[config.mk]
export PLATFORM = sky130hd
export DESIGN_NAME = spi_hold_shifter
export DESIGN_NICKNAME = d
export VERILOG_FILES = /design/src/rtl/spi_hold_shifter.sv
export SDC_FILE = /design/constraint.sdc
export NUM_CORES = 1
export LEC_CHECK = 0
export ABC_AREA = 1
export BUFFER_PORTS_ARGS = -buffer_cell sky130_fd_sc_hd__buf_4
export CELL_PAD_IN_SITES_DETAIL_PLACEMENT = 0
export CELL_PAD_IN_SITES_GLOBAL_PLACEMENT = 1
export CORE_UTILIZATION = 42
export DETAILED_ROUTE_END_ITERATION = 10
export GPL_TIMING_DRIVEN = 1
export PLACE_DENSITY_LB_ADDON = 0.05
export SKIP_CTS_REPAIR_TIMING = 1
export SLEW_MARGIN = 5
export SYNTH_ARGS = -nofsm -noshare
export SYNTH_HDL_FRONTEND = slang
export SYNTH_SLANG_ARGS = --single-unit
[constraint.sdc]
create_clock -name clk -period 1.66 [get_ports clk]
set_clock_uncertainty 0.05 [all_clocks]
set_input_delay 0.166 -clock clk [delete_from_list [all_inputs] [get_ports clk]]
set_output_delay 0.166 -clock clk [all_outputs]
set_load 0.05 [all_outputs]
[src/rtl/spi_hold_shifter.sv]
module spi_hold_shifter #(
  parameter int DATA_W      = 8,
  parameter int SYNC_STAGES = 2
) (
  input  logic              clk,
  input  logic              rst_n,
  input  logic              sck_pin,
  input  logic              si_pin,
  input  logic              cs_n_pin,
  input  logic              hold_n_pin,
  input  logic [DATA_W-1:0] tx_byte,
  input  logic              tx_drive_en,
  output logic              so_out,
  output logic              so_oe,
  output logic [DATA_W-1:0] rx_byte,
  output logic              rx_valid,
  output logic              frame_start,
  output logic              frame_end,
  output logic              mode3
);
  localparam int CNT_W = (DATA_W > 2) ? $clog2(DATA_W) : 1;
  localparam logic [CNT_W-1:0] LAST_BIT = CNT_W'(DATA_W - 1);

  logic [SYNC_STAGES-1:0] sck_q, si_q, csn_q, hld_q;

  always_ff @(posedge clk or negedge rst_n) begin
    if (!rst_n) begin
      sck_q <= '0;
      si_q  <= '0;
      csn_q <= '1;
      hld_q <= '1;
    end else begin
      sck_q <= {sck_q[SYNC_STAGES-2:0], sck_pin};
      si_q  <= {si_q[SYNC_STAGES-2:0], si_pin};
      csn_q <= {csn_q[SYNC_STAGES-2:0], cs_n_pin};
      hld_q <= {hld_q[SYNC_STAGES-2:0], hold_n_pin};
    end
  end

  wire sck_s = sck_q[SYNC_STAGES-1];
  wire si_s  = si_q[SYNC_STAGES-1];
  wire csn_s = csn_q[SYNC_STAGES-1];
  wire hld_s = hld_q[SYNC_STAGES-1];

  logic              sck_d, sel, held;
  logic [CNT_W-1:0]  bit_cnt;
  logic [DATA_W-1:0] rx_sh, tx_sh;

  wire rise = sck_s & ~sck_d;
  wire fall = ~sck_s & sck_d;
  wire live = sel & ~held;
  wire [DATA_W-1:0] rx_next = {rx_sh[DATA_W-2:0], si_s};

  always_ff @(posedge clk or negedge rst_n) begin
    if (!rst_n) begin
      sck_d       <= 1'b0;
      sel         <= 1'b0;
      held        <= 1'b0;
      bit_cnt     <= '0;
      rx_sh       <= '0;
      tx_sh       <= '0;
      rx_byte     <= '0;
      rx_valid    <= 1'b0;
      frame_start <= 1'b0;
      frame_end   <= 1'b0;
      mode3       <= 1'b0;
    end else begin
      sck_d       <= sck_s;
      rx_valid    <= 1'b0;
      frame_start <= 1'b0;
      frame_end   <= 1'b0;

      if (live && rise) begin
        rx_sh   <= rx_next;
        bit_cnt <= (bit_cnt == LAST_BIT) ? '0 : bit_cnt + 1'b1;
        if (bit_cnt == LAST_BIT) begin
          rx_byte  <= rx_next;
          rx_valid <= 1'b1;
        end
      end

      if (live && fall)
        tx_sh <= (bit_cnt == '0) ? tx_byte : {tx_sh[DATA_W-2:0], 1'b0};

      if (!held) begin
        sel <= ~csn_s;
        if (!csn_s && !sel) begin
          frame_start <= 1'b1;
          bit_cnt     <= '0;
          mode3       <= sck_s;
          tx_sh       <= tx_byte;
        end
        if (csn_s && sel)
          frame_end <= 1'b1;
      end

      if (!sck_s)
        held <= ~hld_s;
    end
  end

  assign so_out = tx_sh[DATA_W-1];
  assign so_oe  = tx_drive_en & sel & ~held;
endmodule

## After elaboration in Yosys (flattened, before gate mapping)

Cells that the tools add are included.

| word-level totals | value |
|---|---|
| flip-flop bits (word level) | 41 |
| bits of input ports | 15 |
| output and inout port bits | 14 |
| logic and storage cells | 50 |

| cells by class | value |
|---|---|
| multiplexer cells | 14 |
| equal/unequal tests | 1 |
| reductions and logical operators | 9 |
| add/subtract/negate cells | 1 |
| bitwise operators | 10 |

Operators by type and width:

| operator | count |
|---|---|
| two-way mux 8 bit | 4 |
| two-way mux 3 bit | 4 |
| two-way mux 1 bit | 6 |
| AND 1 bit | 5 |
| inverter 1 bit | 5 |
| logical AND 1 bit | 4 |
| AND reduction 2 bit | 2 |
| adder 3 x 1 -> 3 bit, second input constant | 1 |
| == test 3 bit, second input constant | 1 |
| logical NOT 3 bit | 1 |
| logical NOT 1 bit | 2 |

## Depth between registers and ports, before layout

Gate-level depths: netlist (run 1).

| depth | value |
|---|---|
| depth in word-level cells | 6 |
| gate-level depth with buffers | 8 |
| gate-level depth less buffers | 7 |

## Least setup slack after synthesis (run 1)

OpenSTA, ideal clock, no wires.

| timing | value |
|---|---|
| path type | register -> output |
| from | reg held |
| to | out so_oe |
| data required time | 1.444 ns |
| arrival time | 1.119 ns |
| buffers on the path | 0 |
| stages on the path, launching flop included | 2 |
| setup slack | 0.325 ns |
| cells stage by stage | dfrtp_1 -> nor2_1 |

| on the way | value |
|---|---|
| word-level cells in the longest chain between the ends | 2 |

RTL lines:

| item | RTL line | RTL |
|---|---|---|
| start, declared | 45 | `logic sck_d, sel, held;` |
| start signal, assigned | 98 | `held <= ~hld_s;` |
| inverter 1 bit (no source line) | - |  |
| AND 1 bit | 103 | `assign so_oe = tx_drive_en & sel & ~held;` |
| end, declared | 14 | `output logic so_oe,` |

Every way passes these cells.

## Final worst setup path (run 1)

| timing | value |
|---|---|
| from | reg bit_cnt[0] |
| to | reg rx_byte[2] |

| on the way | value |
|---|---|
| word-level cells in the longest chain between the ends | 2 |

RTL lines:

| item | RTL line | RTL |
|---|---|---|
| start, declared | 46 | `logic [CNT_W-1:0] bit_cnt;` |
| start signal, assigned | 75 | `bit_cnt <= (bit_cnt == LAST_BIT) ? '0 : bit_cnt + 1'b1;` |
| == test 3 bit | 76 | `if (bit_cnt == LAST_BIT) begin` |
| AND reduction 2 bit (no source line) | - |  |
| end signal, assigned | 77 | `rx_byte <= rx_next;` |
| end, declared | 15 | `output logic [DATA_W-1:0] rx_byte,` |

Every way passes these cells.
A chain may end at the register's enable or synchronous reset.

==> impl_metrics.yaml, run 1 <==
drt:
  wl_per_cell_um: 11.2
  post_drt_via_cell_ratio: 4.62
  top_layer: "met4"
  wl_met1_mm: 1.45
  drtPass1Iterations: 4
  route.final.wire_length_mm: 3.07
  routed-wl-met3_um: 117
  drc: 0
  vias: 1262
  antenna_left: 0
  wl_met2_mm: 1.45
  drt_iter0_drc: 56
placed_design:
  gp_congestion: 0.753
  placed_cells: 260
  port_buffers: 28
  dp_hpwl_mm: 2.06
worst_setup_path:
  required_ns: 1.78
  timing.critical_path.from: "bit_cnt[0]"
  critPathMaxFanout: 16
  crit_type: "flop to flop"
  r2r_slack_ns: 0.15
  r2r-start: "bit_cnt[0]"
  worstPathArrival_ns: 1.63
  r2r_cells: 5
  startpoint_type: "flop"
  cp-end-kind: "flop"
timing:
  max_freq_ghz: 0.661
  setup_viol: 0
  rsz0062_at_grt: "no"
  report.final.slew_viol_count: 0
  fin_crit_sh_pct: 91.1
  worst_pin_slew_ns: 0.504
  slew_headroom_pct: 66.4
  hold_viol_final: 0
  tns_ns: 0
  min_period_ns: 1.51
global_route:
  grt_pass1_vias: 1218
  grt_util_all_layers_pct: 15.8
  antenna_found_initial: 0
  grt-ovfl-total: 0
  grt_max_degree: 42
  grt_pass1_wl_mm: 5.15
yosys:
  syn_avg_cell_area_um2: 9.47
  ys_warn_count: 0
  synth_area_leaders: "dfrtp_1 53%, nand2_1 11%, dfstp_2 6.0%"
  yosysSeqAreaShare_pct: 59.2
  ys_ff_latch: 41
  synth_cell_types: 18
  netlist_instances: 184
  synth.largest_area_cell: "dfrtp_1"
  synth_area_mm2: 0.00174
  syn_nets: 202
  synth_top_area_share_pct: 53.2
finish:
  fin_nets: 240
  layout-drive-gt1-share_pct: 27.4
  mostFrequentLayoutCell: "nand2_1"
  mostFrequentLayoutCells: "49 x nand2_1, 37 x dfrtp_1, 31 x buf_4"
  area_growth_pct: 25.7
  ff_latch_area_mm2: 0.00103
  diodes: 0
  multiInputGateArea_um2: 592
  fin_cells: 273
  nFillCells: 361
cts:
  clk_latency_ns: 0.29
  cts_root_buf: "clkbuf_8"
  clock-sinks: 41
  ctsLongestPathBuffers: 2
  cts_buffers: 5
  cts_max_level: 2
  cts_tree: "yes"
  path_clk_slew_ns: 0.08
floorplanning:
  die_y_um: 66.4
  initial_utilization_pct: 43.5
  ios: 29
  die_x_um: 66.4
  std_cell_rows: 23
  core_mm2: 0.00400
  dieArea_mm2: 0.00441
run:
  max_cap_viol_count: 0
worst_hold_path:
  min-delay-start: "tx_byte[7]"
  hold_depth: 3
  worstHoldPathType: "input port to flop"
power:
  p_per_area_mw_per_mm2: 1260
  leakage_nw: 1.12
  ir_worst_vdd_uv: 653
outcome:
  status: "complete, no violations"
sequential cells by signal (all words and copies together), names as in the netlist:
register	count
sck_d	1
hld_q	2
held	1
sel	1
bit_cnt	3
csn_q	2
frame_end	1
rx_byte	8
mode3	1
tx_sh	8
sck_q	2
rx_sh	7
frame_start	1
rx_valid	1
si_q	2
final cells by class:
cell class / instances / share of cell area (%)
flip-flops and latches: 41 / 47.1
multi-input cells: 119 / 27.0
repair buffers: 37 / 13.8
clock buffers: 5 / 3.14
inverters: 18 / 3.09
clock inverters: 3 / 2.97
well taps: 50 / 2.86
final timing paths:
path                               to
max reg2reg                rx_byte[2]
min reg2reg                   si_q[1]
min                          tx_sh[7]
min in group asynchronous    tx_sh[5]
max                        rx_byte[2]
max in group asynchronous    hld_q[1]
report_power, final:
part           internal (mW)  switching (mW)
Clock                  0.597           0.331
Combinational          0.216           0.379
Sequential              1.15          0.0851
Total                   1.96           0.794
through the flow:
stage | hold slack, ns | power, mW | util (%) | area [µm²] | setup WS, ns
floorplan | -0.180 | 1.65 | - | 1740 | 0.325
global placement | 0.117 | 1.82 | 50.1 | 2010 | 0.229
detailed placement | 0.132 | 1.84 | 50.1 | 2010 | 0.187
CTS | -0.186 | 2.79 | 53.5 | 2140 | 0.140
global route | 0.0285 | 2.93 | 54.7 | 2190 | 0.00724
finish | 0.0265 | 2.76 | 54.7 | 2190 | 0.148
cells by family after synthesis:
group,synth area share [%]
AND/OR/NAND/NOR,20.4
flip-flops,59.2
AO/OA/AOI/OAI,11.4
buffers and inverters,6.82
adder cells (fa/ha/maj),2.16
critical path, cell delays in order (launching register included):
cell and delay, ns:
dfrtp_1 0.38, ha_1 0.18, ha_1 0.21, nand3_2 0.33, nand2_1 0.18, o21ai_2 0.06
synthesized netlist by cell type:
cell type and instances:
a21oi_1 3, a21oi_2 6, buf_2 2, buf_4 1, buf_6 3, dfrtp_1 37
dfstp_2 4, ha_1 3, inv_1 17, inv_2 1, nand2_1 49, nand2_4 1
nand3_1 9, nand3_2 1, nor2_1 25, nor2_4 1, o21ai_0 14, o21ai_2 7
metal layers:
metal / track usage [%] / vias up
met3: 5.17 / 7
li1: - / 647
met5: 0 / -
met1: 19.6 / 581
met4: 5.59 / 0
met2: 25.6 / 27
Power figures use the tool's default switching activity.
==> inputs of run 2 (changes only) <==
Settings changed: BUFFER_PORTS_ARGS -buffer_cell sky130_fd_sc_hd__buf_4 to -buffer_cell sky130_fd_sc_hd__buf_2, SETUP_SLACK_MARGIN set to 0.1, SLEW_MARGIN 5 to unset.
==> run 2 against run 1 <==
Hold slack worse by 0.0089 ns. Wire length up 4.0%. Sequential share of layout area grew 2.1 points. Critical endpoint is now rx_sh[1]. Largest cell class unchanged. Largest power group unchanged.
==> impl_metrics.yaml, run 2 (synthesis results as in run 1) <==
drt:
  route.final.wire_length_mm: 3.19
  antenna_left: 0
  drtPass1Iterations: 4
  post_drt_via_cell_ratio: 4.63
  vias: 1268
  wl_per_cell_um: 11.6
  drc: 0
  drt_iter0_drc: 48
cts:
  clk_latency_ns: 0.29
  ctsLongestPathBuffers: 2
  cts_buffers: 5
  cts_max_level: 2
  cts_tree: "yes"
  cts_root_buf: "clkbuf_8"
  clock-sinks: 41
  path_clk_slew_ns: 0.07
global_route:
  grt_util_all_layers_pct: 16.5
  grt_pass1_vias: 1198
  grt-ovfl-total: 0
  grt_pass1_wl_mm: 5.35
  antenna_found_initial: 0
  grt_max_degree: 25
finish:
  final_util_pct: 52.4
  mostFrequentLayoutCell: "nand2_1"
  post-route-cell-area_mm2: 0.00209
  reg_top3: "rx_byte: 8 flops, tx_sh: 8 flops, rx_sh: 7 flops"
  area_growth_pct: 20.3
  mostFrequentLayoutCells: "49 x nand2_1, 37 x dfrtp_1, 28 x buf_2"
  nFillCells: 367
  diodes: 0
  layout-drive-gt1-share_pct: 27.2
  fin_nets: 241
worst_setup_path:
  r2r_slack_ns: 0.23
  critPathMaxFanout: 16
  r2r-start: "sck_q[1]"
  crit_type: "flop to flop"
  required_ns: 1.78
  worstPathArrival_ns: 1.55
  r2r_cells: 6
  crit_path_end: "rx_sh[1]"
  cp-end-kind: "flop"
  timing.critical_path.from: "sck_q[1]"
  r2r-end: "rx_sh[1]"
  startpoint_type: "flop"
run:
  max_cap_viol_count: 0
floorplanning:
  std_cell_rows: 23
  die_x_um: 66.4
  initial_utilization_pct: 43.5
  dieArea_mm2: 0.00441
  die_y_um: 66.4
  ios: 29
  core_mm2: 0.00400
timing:
  hold_viol_final: 0
  tns_ns: 0
  min_period_ns: 1.43
  worst_hold_slack_ns: 0.0176
  rsz0062_at_grt: "yes"
  fin_crit_sh_pct: 86.2
  slew_headroom_pct: 64.8
  report.final.slew_viol_count: 0
  setup_viol: 0
  max_freq_ghz: 0.699
  worst_pin_slew_ns: 0.528
power:
  ir_worst_vdd_uv: 646
  leakage_nw: 1.09
  p_per_area_mw_per_mm2: 1180
  p_total_mw: 2.48
placed_design:
  dp_hpwl_mm: 2.17
  gp_congestion: 0.711
  port_buffers: 28
  place_area_mm2: 0.00194
outcome:
  status: "complete, no violations"
worst_hold_path:
  worstHoldPathType: "input port to flop"
==> run 2: cell count changes in the layout (fill, tap and decap cells not counted) <==
cell,delta
buf_2,+28
clkinvlp_4,+1
clkinv_2,-1
clkbuf_1,+1
nand3_4,+1
buf_4,-27
bufinv_16,-2
clkbuf_8,+1
nand3_2,-1
==> run 2: through the flow <==
step	setup slack, ns	instances
after global routing	0.0750	274
after global placement	0.232	261
after detailed placement	0.161	261
after floorplan	0.325	184
after CTS	0.148	269
final	0.229	274
==> run 2: area by class of cell <==
| class | instances | area (µm²) | area share [%] |
|---|---|---|---|
| multi-input combinational | 119 | 599 | 28.6 |
| timing repair buffer | 38 | 240 | 11.5 |
| sequential | 41 | 1030 | 49.2 |
| clock buffer | 7 | 86.3 | 4.12 |
| inverter | 18 | 67.6 | 3.23 |
| clock inverter | 1 | 7.51 | 0.358 |
| tap | 50 | 62.6 | 2.99 |
==> run 2: where the power goes <==
| part | internal [mW] | switching (mW) | total [mW] |
|---|---|---|---|
| Sequential | 1.15 | 0.0809 | 1.23 |
| Combinational | 0.196 | 0.386 | 0.583 |
| Clock | 0.338 | 0.331 | 0.668 |
| Total | 1.68 | 0.798 | 2.48 |
==> run 2: routing by layer <==
layer,share of wire [%],track usage [%],vias up
li1,-,-,653
met1,49,20.6,583
met2,45,26.7,27
met3,4.4,4.66,5
met4,1.6,7.18,0
met5,0,0,-
==> run 2: worst min-delay path by stage <==
stage	from	end	cells after the start
2_1_floorplan	rst_n	bit_cnt[0]	0
3_5_place_dp	rst_n	tx_sh[4]	1
6_report	tx_byte[7]	tx_sh[7]	3
4_1_cts	rst_n	bit_cnt[1]	1
5_1_grt	tx_byte[7]	tx_sh[7]	3
3_3_place_gp	rst_n	tx_sh[5]	1
==> run 2: worst max-delay path: stages, from the launching register on <==
cell	delay, ns
dfrtp_1	0.40
inv_1	0.07
nor2_1	0.22
nand2_1	0.18
buf_4	0.23
nand2_1	0.07
o21ai_0	0.09
==> inputs of run 3 (changes only) <==
Settings changed: CORE_UTILIZATION 42 to 38.
Clock period 1.66 ns to 1.16 ns, I/O delays scaled along.
==> run 3 against run 2 <==
The flow now finishes with violations (setup timing). Total power increased by 70%. Hold slack better by 0.0040 ns. Critical endpoint is now rx_byte[7]. Clock-buffer cell count down 1. First-iteration DRC count rose by 31%. Wire length increased by 18%. Register-to-register slack worse by 0.35 ns. Clock power grew 78%. Worst setup slack got worse by 0.35 ns. Cell area is 28% higher. Critical path depth unchanged. Critical path type unchanged. Cell count increased by 11%.
==> impl_metrics.yaml, run 3 (synthesis results as in run 1) <==
timing:
  rsz0062_at_grt: "yes"
  min_period_ns: 1.28
  worst_pin_slew_ns: 0.245
  hold_viol_final: 0
  max_freq_ghz: 0.781
  report.final.slew_viol_count: 0
  slew_headroom_pct: 83.6
  tns_ns: -1.97
  setup_ws_ns: -0.120
  worst_hold_slack_ns: 0.0215
  setup_viol: 28
  fin_crit_sh_pct: 110
drt:
  route.final.wire_length_mm: 3.76
  drt_iter0_drc: 63
  vias: 1414
  antenna_left: 0
  post_drt_via_cell_ratio: 4.64
  wl_per_cell_um: 12.3
  drc: 0
  drtPass1Iterations: 4
power:
  ir_worst_vdd_uv: 936
  leakage_nw: 1.31
  seq_power_share_pct: 42.0
  internal_power_mw: 2.91
  pwr-share-comb_pct: 29.8
  pwr-share-clk_pct: 28.1
  p_per_area_mw_per_mm2: 1580
  p_total_mw: 4.23
  switching_share_pct: 31.1
  p_sw_mw: 1.32
worst_setup_path:
  r2r_slack_ns: -0.12
  timing.critical_path.from: "held"
  worstPathArrival_ns: 1.42
  critPathMaxFanout: 8
  max_stage_delay_ns: 0.43
  path_common_cell: "nand2_1"
  r2r-end: "rx_byte[7]"
  startpoint_type: "flop"
  crit_type: "flop to flop"
  cp.depth: 6
  r2r_cells: 6
  cpMaxStageDelayCell: "dfrtp_2"
  cp-end-kind: "flop"
  crit_path_end: "rx_byte[7]"
  cp_num_buf_inv: 2
  crit_family: "simple AND/OR/NAND/NOR gates"
  required_ns: 1.30
  r2r-start: "held"
  crit_chain: "nor2_4, buf_4, buf_6, nand3_4, nand2_1, nand2_1"
finish:
  area_growth_pct: 53.9
  fin_nets: 270
  diodes: 0
  reg_top3: "rx_byte: 8 flops, tx_sh: 8 flops, rx_sh: 7 flops"
  layout-drive-gt1-share_pct: 46.6
  mostFrequentLayoutCells: "42 x nand2_1, 36 x dfrtp_1, 21 x nor2_1"
  mostFrequentLayoutCell: "nand2_1"
global_route:
  grt_max_degree: 42
  grt_util_all_layers_pct: 14.6
  grt-ovfl-total: 0
  grt_use_met3_pct: 5.38
  grt_pass1_vias: 1257
  grt-busiest-layer: "met2"
  use_met2_pct: 23.4
  grt_pass1_wl_mm: 5.58
  grtUsageMet1_pct: 18.1
  antenna_found_initial: 0
floorplanning:
  die_y_um: 69.7
  ios: 29
  core_mm2: 0.00438
  die_x_um: 69.7
  dieArea_mm2: 0.00486
  std_cell_rows: 24
  initial_utilization_pct: 39.7
placed_design:
  gp_congestion: 0.709
  port_buffers: 28
  dp_hpwl_mm: 2.23
cts:
  cts_root_buf: "clkbuf_8"
  cts_tree: "yes"
  cts_buffers: 5
  clock-sinks: 41
  path_clk_slew_ns: 0.08
  clk_latency_ns: 0.29
  ctsLongestPathBuffers: 2
  cts_max_level: 2
worst_hold_path:
  hold_depth: 3
  worstHoldPathType: "input port to flop"
run:
  max_cap_viol_count: 0
outcome:
  status: "finished with violations"
  violations: "setup timing"
[run 3: cell types whose count changed in the layout (fill, tap and decap cells not counted), sizes merged]
cell and delta:
buf +23, dlygate4sd3 +2, clkbuf +1, bufinv +1, nand3 +1, nand2 +1
[run 3: per-layer routing]
| metal | vias to the layer above | part of all wire [%] |
|---|---|---|
| li1 | 718 | - |
| met1 | 658 | 44 |
| met2 | 31 | 49 |
| met3 | 7 | 4.9 |
| met4 | 0 | 1.9 |
| met5 | - | 0 |
[run 3: power by group through the flow]
stage               Clock, mW  Combinational [mW]  Sequential (mW)
floorplan                   0               0.541             1.87
global placement            0               0.936             1.78
detailed placement          0               0.951             1.79
CTS                      1.23               0.952             1.76
global route             1.28                1.40             1.81
finish                   1.19                1.26             1.78
[run 3: area by class of cell]
cell class / count / area [µm²]
multi-input combinational: 121 / 777
clock buffer: 6 / 82.6
timing repair buffer: 65 / 618
clock inverter: 2 / 37.5
sequential: 41 / 1030
inverter: 18 / 67.6
fill: 381 / 1700
tap: 52 / 65.1
[run 3: worst register-to-register path: cells and delay by family (launching register included)]
kind	cells	cell delay, ns
buf+inv	2	0.24
flops	1	0.43
simple gates	4	0.46
[run 3: how the worst min path moves through the flow]
stage                 endpoint  startpoint  slack (ns)
global route          tx_sh[6]  tx_byte[6]        0.03
CTS                    si_q[1]       rst_n       -0.27
floorplan           bit_cnt[0]       rst_n       -0.23
detailed placement   frame_end       rst_n        0.06
finish                tx_sh[6]  tx_byte[6]        0.02
global placement     frame_end       rst_n        0.06
[run 3: through the flow]
stage	cell area [µm²]	cells	setup slack, ns	util, %
2_1_floorplan	1790	184	-0.0586	-
3_3_place_gp	2110	276	-0.153	48.2
3_5_place_dp	2110	276	-0.160	48.2
4_1_cts	2230	284	-0.235	50.9
5_1_grt	2680	305	-0.196	61.1
6_report	2680	305	-0.120	61.1
